`config.mk`:
```
export PLATFORM = sky130hd
export DESIGN_NAME = premac_slice
export DESIGN_NICKNAME = d
export VERILOG_FILES = /design/src/rtl/premac_pkg.sv /design/src/rtl/premac_rst_sync.sv /design/src/rtl/premac_front.sv /design/src/rtl/premac_mult.sv /design/src/rtl/premac_post.sv /design/src/rtl/premac_slice.sv
export SDC_FILE = /design/constraint.sdc
export NUM_CORES = 2
export LEC_CHECK = 0
export ABC_AREA = 1
export CORE_ASPECT_RATIO = 1.5
export CORE_MARGIN = 5
export CORE_UTILIZATION = 55
export CTS_CLUSTER_DIAMETER = 200
export DETAILED_ROUTE_END_ITERATION = 7
export DONT_BUFFER_PORTS = 1
export HOLD_SLACK_MARGIN = 0.12
export PLACE_DENSITY_LB_ADDON = 0.25
export RECOVER_POWER = 100
export SETUP_SLACK_MARGIN = 0.4
export SYNTH_ARGS = -nofsm -noshare
export SYNTH_HDL_FRONTEND = slang
export SYNTH_SLANG_ARGS = --single-unit
```
`constraint.sdc`:
```
create_clock -name clk -period 10.35 [get_ports clk]
set_input_delay 2.07 -clock clk [delete_from_list [all_inputs] [get_ports clk]]
set_output_delay 2.07 -clock clk [all_outputs]
set_load 0.005 [all_outputs]
```
`src/rtl/premac_pkg.sv`:
```
package premac_pkg;

  typedef enum logic [1:0] {
    ZS_ZERO = 2'b00,
    ZS_CASC = 2'b01,
    ZS_PREG = 2'b10,
    ZS_CIN  = 2'b11
  } zsel_e;

  typedef enum logic [1:0] {
    ALU_ZPM = 2'b00,
    ALU_MMZ = 2'b01,
    ALU_INV = 2'b10,
    ALU_ZMM = 2'b11
  } aluop_e;

  typedef struct packed {
    logic   pre_sub;
    zsel_e  zsel;
    aluop_e op;
  } mode_t;

endpackage

```
`src/rtl/premac_rst_sync.sv`:
```
module premac_rst_sync #(
  parameter int STAGES = 2
) (
  input  logic clk,
  input  logic rst_n,
  output logic rst_n_o
);

  logic [STAGES-1:0] sync_q;
  logic [STAGES-1:0] sync_d;

  always_comb begin
    sync_d = {sync_q[STAGES-2:0], 1'b1};
  end

  always_ff @(posedge clk or negedge rst_n) begin
    if (!rst_n) begin
      sync_q <= '0;
    end else begin
      sync_q <= sync_d;
    end
  end

  assign rst_n_o = sync_q[STAGES-1];

endmodule

```
`src/rtl/premac_front.sv`:
```
module premac_front
  import premac_pkg::*;
#(
  parameter int A_W        = 25,
  parameter int B_W        = 18,
  parameter int P_W        = 48,
  parameter int USE_PREADD = 1,
  localparam int MA_W      = A_W + 1
) (
  input  logic                   clk,
  input  logic                   rst_n,
  input  logic                   ce_a,
  input  logic                   ce_b,
  input  logic                   ce_c,
  input  logic signed [A_W-1:0]  a_i,
  input  logic signed [A_W-1:0]  d_i,
  input  logic signed [B_W-1:0]  b_i,
  input  logic [P_W-1:0]         c_i,
  input  mode_t                  mode_i,
  output logic signed [MA_W-1:0] mul_a_o,
  output logic signed [B_W-1:0]  mul_b_o,
  output logic [P_W-1:0]         c_o,
  output mode_t                  mode_o
);

  // input register stage
  logic signed [A_W-1:0] a1_q, a1_d;
  logic signed [A_W-1:0] d1_q, d1_d;
  logic signed [B_W-1:0] b1_q, b1_d;
  logic [P_W-1:0]        c1_q, c1_d;
  mode_t                 md1_q, md1_d;

  always_comb begin
    a1_d  = a1_q;
    d1_d  = d1_q;
    md1_d = md1_q;
    b1_d  = b1_q;
    c1_d  = c1_q;
    if (ce_a) begin
      a1_d  = a_i;
      d1_d  = d_i;
      md1_d = mode_i;
    end
    if (ce_b) begin
      b1_d = b_i;
    end
    if (ce_c) begin
      c1_d = c_i;
    end
  end

  always_ff @(posedge clk or negedge rst_n) begin
    if (!rst_n) begin
      a1_q  <= '0;
      d1_q  <= '0;
      b1_q  <= '0;
      c1_q  <= '0;
      md1_q <= '0;
    end else begin
      a1_q  <= a1_d;
      d1_q  <= d1_d;
      b1_q  <= b1_d;
      c1_q  <= c1_d;
      md1_q <= md1_d;
    end
  end

  generate
    if (USE_PREADD != 0) begin : g_pre
      // pre-adder stage: one extra register on the A path, B and C kept aligned
      logic signed [MA_W-1:0] a_w, d_w;
      logic signed [MA_W-1:0] sum_q, sum_d;
      logic signed [B_W-1:0]  b2_q, b2_d;
      logic [P_W-1:0]         c2_q, c2_d;
      mode_t                  md2_q, md2_d;

      assign a_w = MA_W'(a1_q);
      assign d_w = MA_W'(d1_q);

      always_comb begin
        sum_d = sum_q;
        md2_d = md2_q;
        b2_d  = b2_q;
        c2_d  = c2_q;
        if (ce_a) begin
          sum_d = md1_q.pre_sub ? (a_w - d_w) : (a_w + d_w);
          md2_d = md1_q;
        end
        if (ce_b) begin
          b2_d = b1_q;
        end
        if (ce_c) begin
          c2_d = c1_q;
        end
      end

      always_ff @(posedge clk or negedge rst_n) begin
        if (!rst_n) begin
          sum_q <= '0;
          b2_q  <= '0;
          c2_q  <= '0;
          md2_q <= '0;
        end else begin
          sum_q <= sum_d;
          b2_q  <= b2_d;
          c2_q  <= c2_d;
          md2_q <= md2_d;
        end
      end

      assign mul_a_o = sum_q;
      assign mul_b_o = b2_q;
      assign c_o     = c2_q;
      assign mode_o  = md2_q;
    end else begin : g_byp
      assign mul_a_o = MA_W'(a1_q);
      assign mul_b_o = b1_q;
      assign c_o     = c1_q;
      assign mode_o  = md1_q;
    end
  endgenerate

endmodule

```
`src/rtl/premac_mult.sv`:
```
module premac_mult
  import premac_pkg::*;
#(
  parameter int MA_W = 26,
  parameter int B_W  = 18,
  parameter int P_W  = 48,
  localparam int PR_W = MA_W + B_W
) (
  input  logic                   clk,
  input  logic                   rst_n,
  input  logic                   ce_m,
  input  logic signed [MA_W-1:0] mul_a_i,
  input  logic signed [B_W-1:0]  mul_b_i,
  input  logic [P_W-1:0]         c_i,
  input  mode_t                  mode_i,
  output logic [P_W-1:0]         m_o,
  output logic [P_W-1:0]         c_o,
  output mode_t                  mode_o
);

  logic signed [PR_W-1:0] prod;
  logic [P_W-1:0]         m_q, m_d;
  logic [P_W-1:0]         c_q, c_d;
  mode_t                  md_q, md_d;

  assign prod = mul_a_i * mul_b_i;

  always_comb begin
    m_d  = m_q;
    c_d  = c_q;
    md_d = md_q;
    if (ce_m) begin
      m_d  = P_W'(prod);
      c_d  = c_i;
      md_d = mode_i;
    end
  end

  always_ff @(posedge clk or negedge rst_n) begin
    if (!rst_n) begin
      m_q  <= '0;
      c_q  <= '0;
      md_q <= '0;
    end else begin
      m_q  <= m_d;
      c_q  <= c_d;
      md_q <= md_d;
    end
  end

  assign m_o    = m_q;
  assign c_o    = c_q;
  assign mode_o = md_q;

endmodule

```
`src/rtl/premac_post.sv`:
```
module premac_post
  import premac_pkg::*;
#(
  parameter int P_W = 48
) (
  input  logic           clk,
  input  logic           rst_n,
  input  logic           ce_p,
  input  logic [P_W-1:0] m_i,
  input  logic [P_W-1:0] c_i,
  input  logic [P_W-1:0] casc_i,
  input  mode_t          mode_i,
  output logic [P_W-1:0] p_o
);

  logic [P_W-1:0] p_q, p_d;
  logic [P_W-1:0] z_sel;
  logic [P_W-1:0] alu_res;

  always_comb begin
    unique case (mode_i.zsel)
      ZS_ZERO: z_sel = '0;
      ZS_CASC: z_sel = casc_i;
      ZS_PREG: z_sel = p_q;
      default: z_sel = c_i;
    endcase
  end

  // the inverted form -(Z+M+1) equals the bitwise complement of Z+M
  always_comb begin
    unique case (mode_i.op)
      ALU_ZPM: alu_res = z_sel + m_i;
      ALU_MMZ: alu_res = m_i - z_sel;
      ALU_INV: alu_res = ~(z_sel + m_i);
      default: alu_res = z_sel - m_i;
    endcase
  end

  always_comb begin
    p_d = p_q;
    if (ce_p) begin
      p_d = alu_res;
    end
  end

  always_ff @(posedge clk or negedge rst_n) begin
    if (!rst_n) begin
      p_q <= '0;
    end else begin
      p_q <= p_d;
    end
  end

  assign p_o = p_q;

endmodule

```
`src/rtl/premac_slice.sv`:
```
module premac_slice
  import premac_pkg::*;
#(
  parameter int A_W        = 25,
  parameter int B_W        = 18,
  parameter int P_W        = 48,
  parameter int USE_PREADD = 1,
  parameter int DROP_LSB   = 0,
  localparam int MA_W      = A_W + 1
) (
  input  logic                    clk,
  input  logic                    rst_n,
  input  logic                    ce_a,
  input  logic                    ce_b,
  input  logic                    ce_c,
  input  logic                    ce_m,
  input  logic                    ce_p,
  input  logic [4:0]              mode_i,
  input  logic signed [A_W-1:0]   a_i,
  input  logic signed [A_W-1:0]   d_i,
  input  logic signed [B_W-1:0]   b_i,
  input  logic [P_W-1:0]          c_i,
  input  logic [P_W-1:0]          casc_i,
  output logic [P_W-1-DROP_LSB:0] p_o,
  output logic [P_W-1:0]          casc_o
);

  logic                   rst_n_s;
  mode_t                  mode_w;
  logic signed [MA_W-1:0] mul_a;
  logic signed [B_W-1:0]  mul_b;
  logic [P_W-1:0]         c_f;
  mode_t                  md_f;
  logic [P_W-1:0]         m_q;
  logic [P_W-1:0]         c_q;
  mode_t                  md_q;
  logic [P_W-1:0]         p_q;

  assign mode_w = mode_t'(mode_i);

  premac_rst_sync #(.STAGES(2)) u_rst (
    .clk     (clk),
    .rst_n   (rst_n),
    .rst_n_o (rst_n_s)
  );

  premac_front #(
    .A_W(A_W), .B_W(B_W), .P_W(P_W), .USE_PREADD(USE_PREADD)
  ) u_front (
    .clk     (clk),
    .rst_n   (rst_n_s),
    .ce_a    (ce_a),
    .ce_b    (ce_b),
    .ce_c    (ce_c),
    .a_i     (a_i),
    .d_i     (d_i),
    .b_i     (b_i),
    .c_i     (c_i),
    .mode_i  (mode_w),
    .mul_a_o (mul_a),
    .mul_b_o (mul_b),
    .c_o     (c_f),
    .mode_o  (md_f)
  );

  premac_mult #(
    .MA_W(MA_W), .B_W(B_W), .P_W(P_W)
  ) u_mult (
    .clk     (clk),
    .rst_n   (rst_n_s),
    .ce_m    (ce_m),
    .mul_a_i (mul_a),
    .mul_b_i (mul_b),
    .c_i     (c_f),
    .mode_i  (md_f),
    .m_o     (m_q),
    .c_o     (c_q),
    .mode_o  (md_q)
  );

  premac_post #(.P_W(P_W)) u_post (
    .clk    (clk),
    .rst_n  (rst_n_s),
    .ce_p   (ce_p),
    .m_i    (m_q),
    .c_i    (c_q),
    .casc_i (casc_i),
    .mode_i (md_q),
    .p_o    (p_q)
  );

  assign p_o    = p_q[P_W-1:DROP_LSB];
  assign casc_o = p_q;

endmodule

```
# [Word-level counts from Yosys, hierarchy flattened]
# Index checks and enable logic that the tools add are counted.
[totals] regBits=363 output_inout_bits=96 wordCells=34
[op_classes] n_addsub=5 mul=1 eq_ne=4 mux=3 bitwise=1 reduce_logical=2
[ops] cell="$pmux 48 s3" count=2
[ops] cell="$sub 48x48->48" count=2
[ops] cell="$add 48x48->48" count=1
[ops] cell="$not 48->48" count=1
[ops] cell="$mul 26x18->44" count=1
[ops] cell="$add 25x25->26" count=1
[ops] cell="$mux 26" count=1
[ops] cell="$sub 25x25->26" count=1
[ops] cell="$eq 2x1->1 const B" count=2
[ops] cell="$eq 2x2->1 const B" count=2
[ops] cell="$logic_not 2->1" count=2

# [Depth between registers and ports, before layout]
[depth] depth_word=5 mapped_depth=30 ltp_nobuf=28

# [By module]
# From an unflattened synthesis, not the netlist that was laid out.
[hier_totals] hier_cells=7327 hier_area_um2=48566.6
[by_module_without_submodules] mod="premac_mult" instances=1 cells_per_inst=2886 area_each_um2=21810.9 seq_area_each_um2=2427.3
[by_module_without_submodules] mod="premac_post" instances=1 cells_per_inst=3129 area_each_um2=15956.6 seq_area_each_um2=1201.2
[by_module_without_submodules] mod="premac_front" instances=1 cells_per_inst=1261 area_each_um2=10385.0 seq_area_each_um2=5455.2
[by_module_without_submodules] mod="premac_slice" instances=1 cells_per_inst=48 area_each_um2=360.3 seq_area_each_um2=0.0
[by_module_without_submodules] mod="premac_rst_sync" instances=1 cells_per_inst=3 area_each_um2=53.8 seq_area_each_um2=50.0

# [Worst setup path before layout]
# Ideal clock, no wire load.
[synth_timing] kind="register to register" start="register u_front.g_pre.sum_q[25], in the netlist u_front.mul_a_o[25]" end="register u_mult.m_q[38], in the netlist u_mult.m_o[38]" setup_ns=0.133 arrival_time_ns=5.759 t_required_ns=10.217 setup_slack_ns=4.458 path_stages_with_launch=23 n_path_buf=2 path_cell_list="dfrtp_1 > clkbuf_1 > buf_1 > nand2_1 > fa_1 > inv_1 > fa_1 > inv_1 > fa_1 > fa_1 > fa_1 > fa_1 > inv_1 > ha_1 > nand2_1 > nor2_1 > inv_1 > nor4_1 > o21ai_0 > nand3_1 > nand2_1 > nand3_1 > o21ai_0"
[synth_via] elab_chain_cells=1
[synth_rtl] element="start: declaration" line_no="premac_front.sv:72" source="logic signed [MA_W-1:0] sum_q, sum_d;"
[synth_rtl] element="start signal: assignment" line_no="premac_front.sv:104" source="sum_q <= sum_d;"
[synth_rtl] element="$mul 26x18->44" line_no="premac_mult.sv:26" source="assign prod = mul_a_i * mul_b_i;"
[synth_rtl] element="end signal: assignment" line_no="premac_mult.sv:45" source="m_q <= m_d;"
[synth_rtl] element="end: declaration" line_no="premac_mult.sv:22" source="logic [P_W-1:0] m_q, m_d;"
# Every way passes these cells.
# A chain may end at the register's enable or synchronous reset.

# [Final worst setup path]
[layout_timing] start="register, netlist name u_mult.mode_o[3]" end="register u_post.p_q[30], in the netlist u_post.p_o[30]"
[layout_via] elab_chain_cells=5 elab_cells_between_ends=9 classes_between="3 x add/sub; 2 x eq/ne; 2 x mux; 1 x bitwise; 1 x reduce/logical"
[layout_rtl] element="$eq 2x2->1, or another cell as far along" line_no="premac_post.sv:21" source="unique case (mode_i.zsel)"
[layout_rtl] element="$pmux 48 s3 (*)" line_no="premac_post.sv:21"
[layout_rtl] element="$add 48x48->48" line_no="premac_post.sv:32, premac_post.sv:34"
[layout_rtl] element="$not 48->48" line_no="premac_post.sv:34" source="ALU_INV: alu_res = ~(z_sel + m_i);"
[layout_rtl] element="$pmux 48 s3 (*)" line_no="premac_post.sv:31" source="unique case (mode_i.op)"
[layout_rtl] element="end signal: assignment" line_no="premac_post.sv:50" source="p_q <= p_d;"
[layout_rtl] element="end: declaration" line_no="premac_post.sv:16" source="logic [P_W-1:0] p_q, p_d;"
# Every way passes the cells marked *; elsewhere a longest branch is shown, timed or not.

==> metrics.csv <==
stage,metric,value,unit
outcome,status,"finished, violations left",
outcome,violations,"capacitance limit, slew limit",
synth,ys_warn_count,0,
sta,fmax,121,MHz
die,core,85100,um2
die,rows,131,
sta,drv_slew,354,
cts,ctsRootBufferMaster,clkbuf_16,
detailed_routing,first_pass_iters,8,
cts,clockBufferDepth,3,
finish,nets,7602,
global_routing,grt_pass1_wl,285,mm
synth,synth-async-reset-ratio,100,%
cts,cts_hold_buf,0,
placed_design,port_buffers,0,
sta,rsz0062_at_grt,no,
synth,syn_avg_cell_area,6.83,um2
detailed_routing,avgViaCountPerCell,5.63,
setup_path,worst_path_max_delay_cell,a21oi_1,
synth,yosysSeqAreaShare,19.3,%
cts,clk_latency,650,ps
sta,holdWs,359,ps
detailed_routing,ant_nets,0,
sta,slew_headroom,-141,%
synth,syn-num-nets,7809,
placed_design,gp_congestion,1.11,
cts,post_cts_resized,0,
cts,path_clk_slew,60,ps
sta,setup_tns,0,ps
die,die_x,249,um
cts,cts-buffers-inserted,41,
sta,fin_crit_sh,80.0,%
job,cap_violations,6,
sta,setup_viol,0,
cts,cts_tree,yes,
setup_path,cp_top_family,buffers and inverters,
detailed_routing,wl_per_cell,25.0,um
sta,hold_violations,0,
detailed_routing,num_vias,44300,
sta,fin_skew,71.2,ps
synth,synth_cell_types,59,
synth,ys_ff_latch,363,
global_routing,grt_use_total,42.0,%
global_routing,grt_pass1_vias,44900,
setup_path,crit_required,10800,ps
synth,synth_cells,6895,
global_routing,overflow,0,
die,initial_core_util,55.3,%
cts,cts_setup_buffers,0,
global_routing,grt_max_degree,161,
setup_path,cp_common_cell,nand2_1,
detailed_routing,drt_iter0_drc,3730,
synth,syn_area,47100,um2
die,fp.dieH,368,um
sta,tightestPinTransition,3620,ps
detailed_routing,drc_errors,0,
setup_path,cp-end-kind,register,
setup_path,path_buf_inv,6,
die,dieArea,91700,um2
synth,synthFlopType,dfrtp_1,
setup_path,critical_path.cell_chain,nand2_1 -> clkbuf_1 -> clkinv_1 -> clkbuf_1 -> a21oi_1 -> inv_1 -> ha_1 -> inv_1 -> nand2_1 -> nor2_1 -> nand2_1 -> inv_1 -> nand2_1 -> nand3_1 -> nand3_1 -> nand2_1 -> nand2_1 -> nand3_1 -> nand3_1 -> nor2_1 -> nor2_1,
setup_path,path_max_fanout,27,
cts,cts_max_level,2,
setup_path,cp-start-kind,register,
placed_design,dp.cells,7775,
worst_hold_path,hold_path.class,register to register,
setup_path,critPathMaxStageDelay,1320,ps
setup_path,crit_arrival,8730,ps
sta,period_minus_slack,8280,ps
detailed_routing,routed_wl,196,mm
placed_design,place_hpwl,160,mm
finish,finalNonFillerCells,7869,
setup_path,crit_type,register to register,
synth,synth_edf_count,0,
finish,synthToLayoutAreaGrowth,3.67,%
global_routing,antenna_found_initial,18,
cts,cts.sinks,363,
finish,drive_gt1_share,4.08,%
die,io-pin-count,272,
-- per-stage QoR --
stage | worst slack, ps | utilization [%] | area, um2
after floorplan | 4420 | - | 47100
after global placement | 2820 | 55.7 | 47400
after detailed placement | 2770 | 55.7 | 47400
after CTS | 2780 | 57.5 | 48900
after global routing | 1360 | 57.3 | 48800
final | 2070 | 57.4 | 48800
-- metal layers --
layer,global-route usage (%),share of wire [%],up-vias
met5,0,0.041,-
met1,40.4,31,21100
met3,9.57,7.7,821
met4,42.0,13,12
li1,-,-,20200
met2,72.4,48,2121
-- cells by family after synthesis --
kind of cell / count (synthesis) / synth area share (%)
buf+inv: 1848 / 15.5
xor+xnor: 90 / 1.67
fa+ha+maj: 738 / 27.0
flops: 363 / 19.3
compound gates: 810 / 9.62
mux: 33 / 0.789
other cells: 1 / 0.00797
simple gates: 3012 / 26.1
-- worst paths after layout --
kind | end | depth (start not counted) | start | slack [ps]
hold / removal | u_rst.sync_q[1] | 0 | u_rst.sync_q[0] | 360
min in group asynchronous | u_front.a1_q[23] | 0 | u_rst.sync_q[1] | 980
hold reg to reg | u_rst.sync_q[1] | 0 | u_rst.sync_q[0] | 360
max in group asynchronous | u_mult.m_o[3] | 2 | u_rst.sync_q[1] | 2680
setup / recovery | u_post.p_o[30] | 21 | u_mult.mode_o[3] | 2070
setup reg to reg | u_post.p_o[30] | 21 | u_mult.mode_o[3] | 2070
-- cell type report --
cell class	instances	area, um2
timing repair buffer	57	380
multi-input combinational	4684	30600
tap	1130	1410
fill	8278	36300
inverter	1541	5780
sequential	363	9080
clock inverter	24	309
clock buffer	51	1140
antenna	19	47.5
-- registers in the layout, summed over array words and instances, names as in the netlist, 25 cells and up --
register / flops
u_front.a1_q: 25
u_front.c1_q: 48
u_front.c_o: 48
u_front.d1_q: 25
u_front.mul_a_o: 26
u_mult.c_o: 48
u_mult.m_o: 44
u_post.p_o: 48
-- layout by cell type, fill, tap and decap left out, types with 16 or more instances in the layout --
cell          n
buf_4        40
clkbuf_16    42
nor3_1       19
mux2_2       33
inv_1      1517
xnor2_1      20
nand4_1      56
nand2_1    2032
nand3_1     304
inv_2        19
nor2_2       44
o21ai_0     345
a21oi_1     298
dfrtp_1     363
a31oi_1      25
diode_2      19
fa_1        461
ha_1        277
xor2_1       70
a22o_1       22
or2_2        16
nor2_1      470
clkbuf_1     19
o21bai_1     24
nand2_2      23
-- cells in the mapped netlist, drive strengths merged, types with 8 or more instances --
cell	n	area (um2)
nand3	308	1570
a21boi	8	63.8
mux2	33	372
ha	277	3470
buf	122	830
fa	461	9230
a21oi	300	1510
a21o	10	75.1
or2	22	138
o21a	11	82.6
nand4	56	350
nor2	520	2110
o221ai	8	70.1
nor3	28	191
a31oi	25	156
nand3b	10	75.1
o21bai	25	191
o21ai	358	1810
xor2	70	613
dfrtp	363	9080
a22o	22	193
a221oi	14	123
inv	1536	5770
o211ai	10	95.1
clkbuf	185	694
xnor2	20	175
nand2	2055	7770
Power is left out: the tool's default activity adds up to more than one toggle a clock period on the data nets, which glitch-free logic cannot reach.
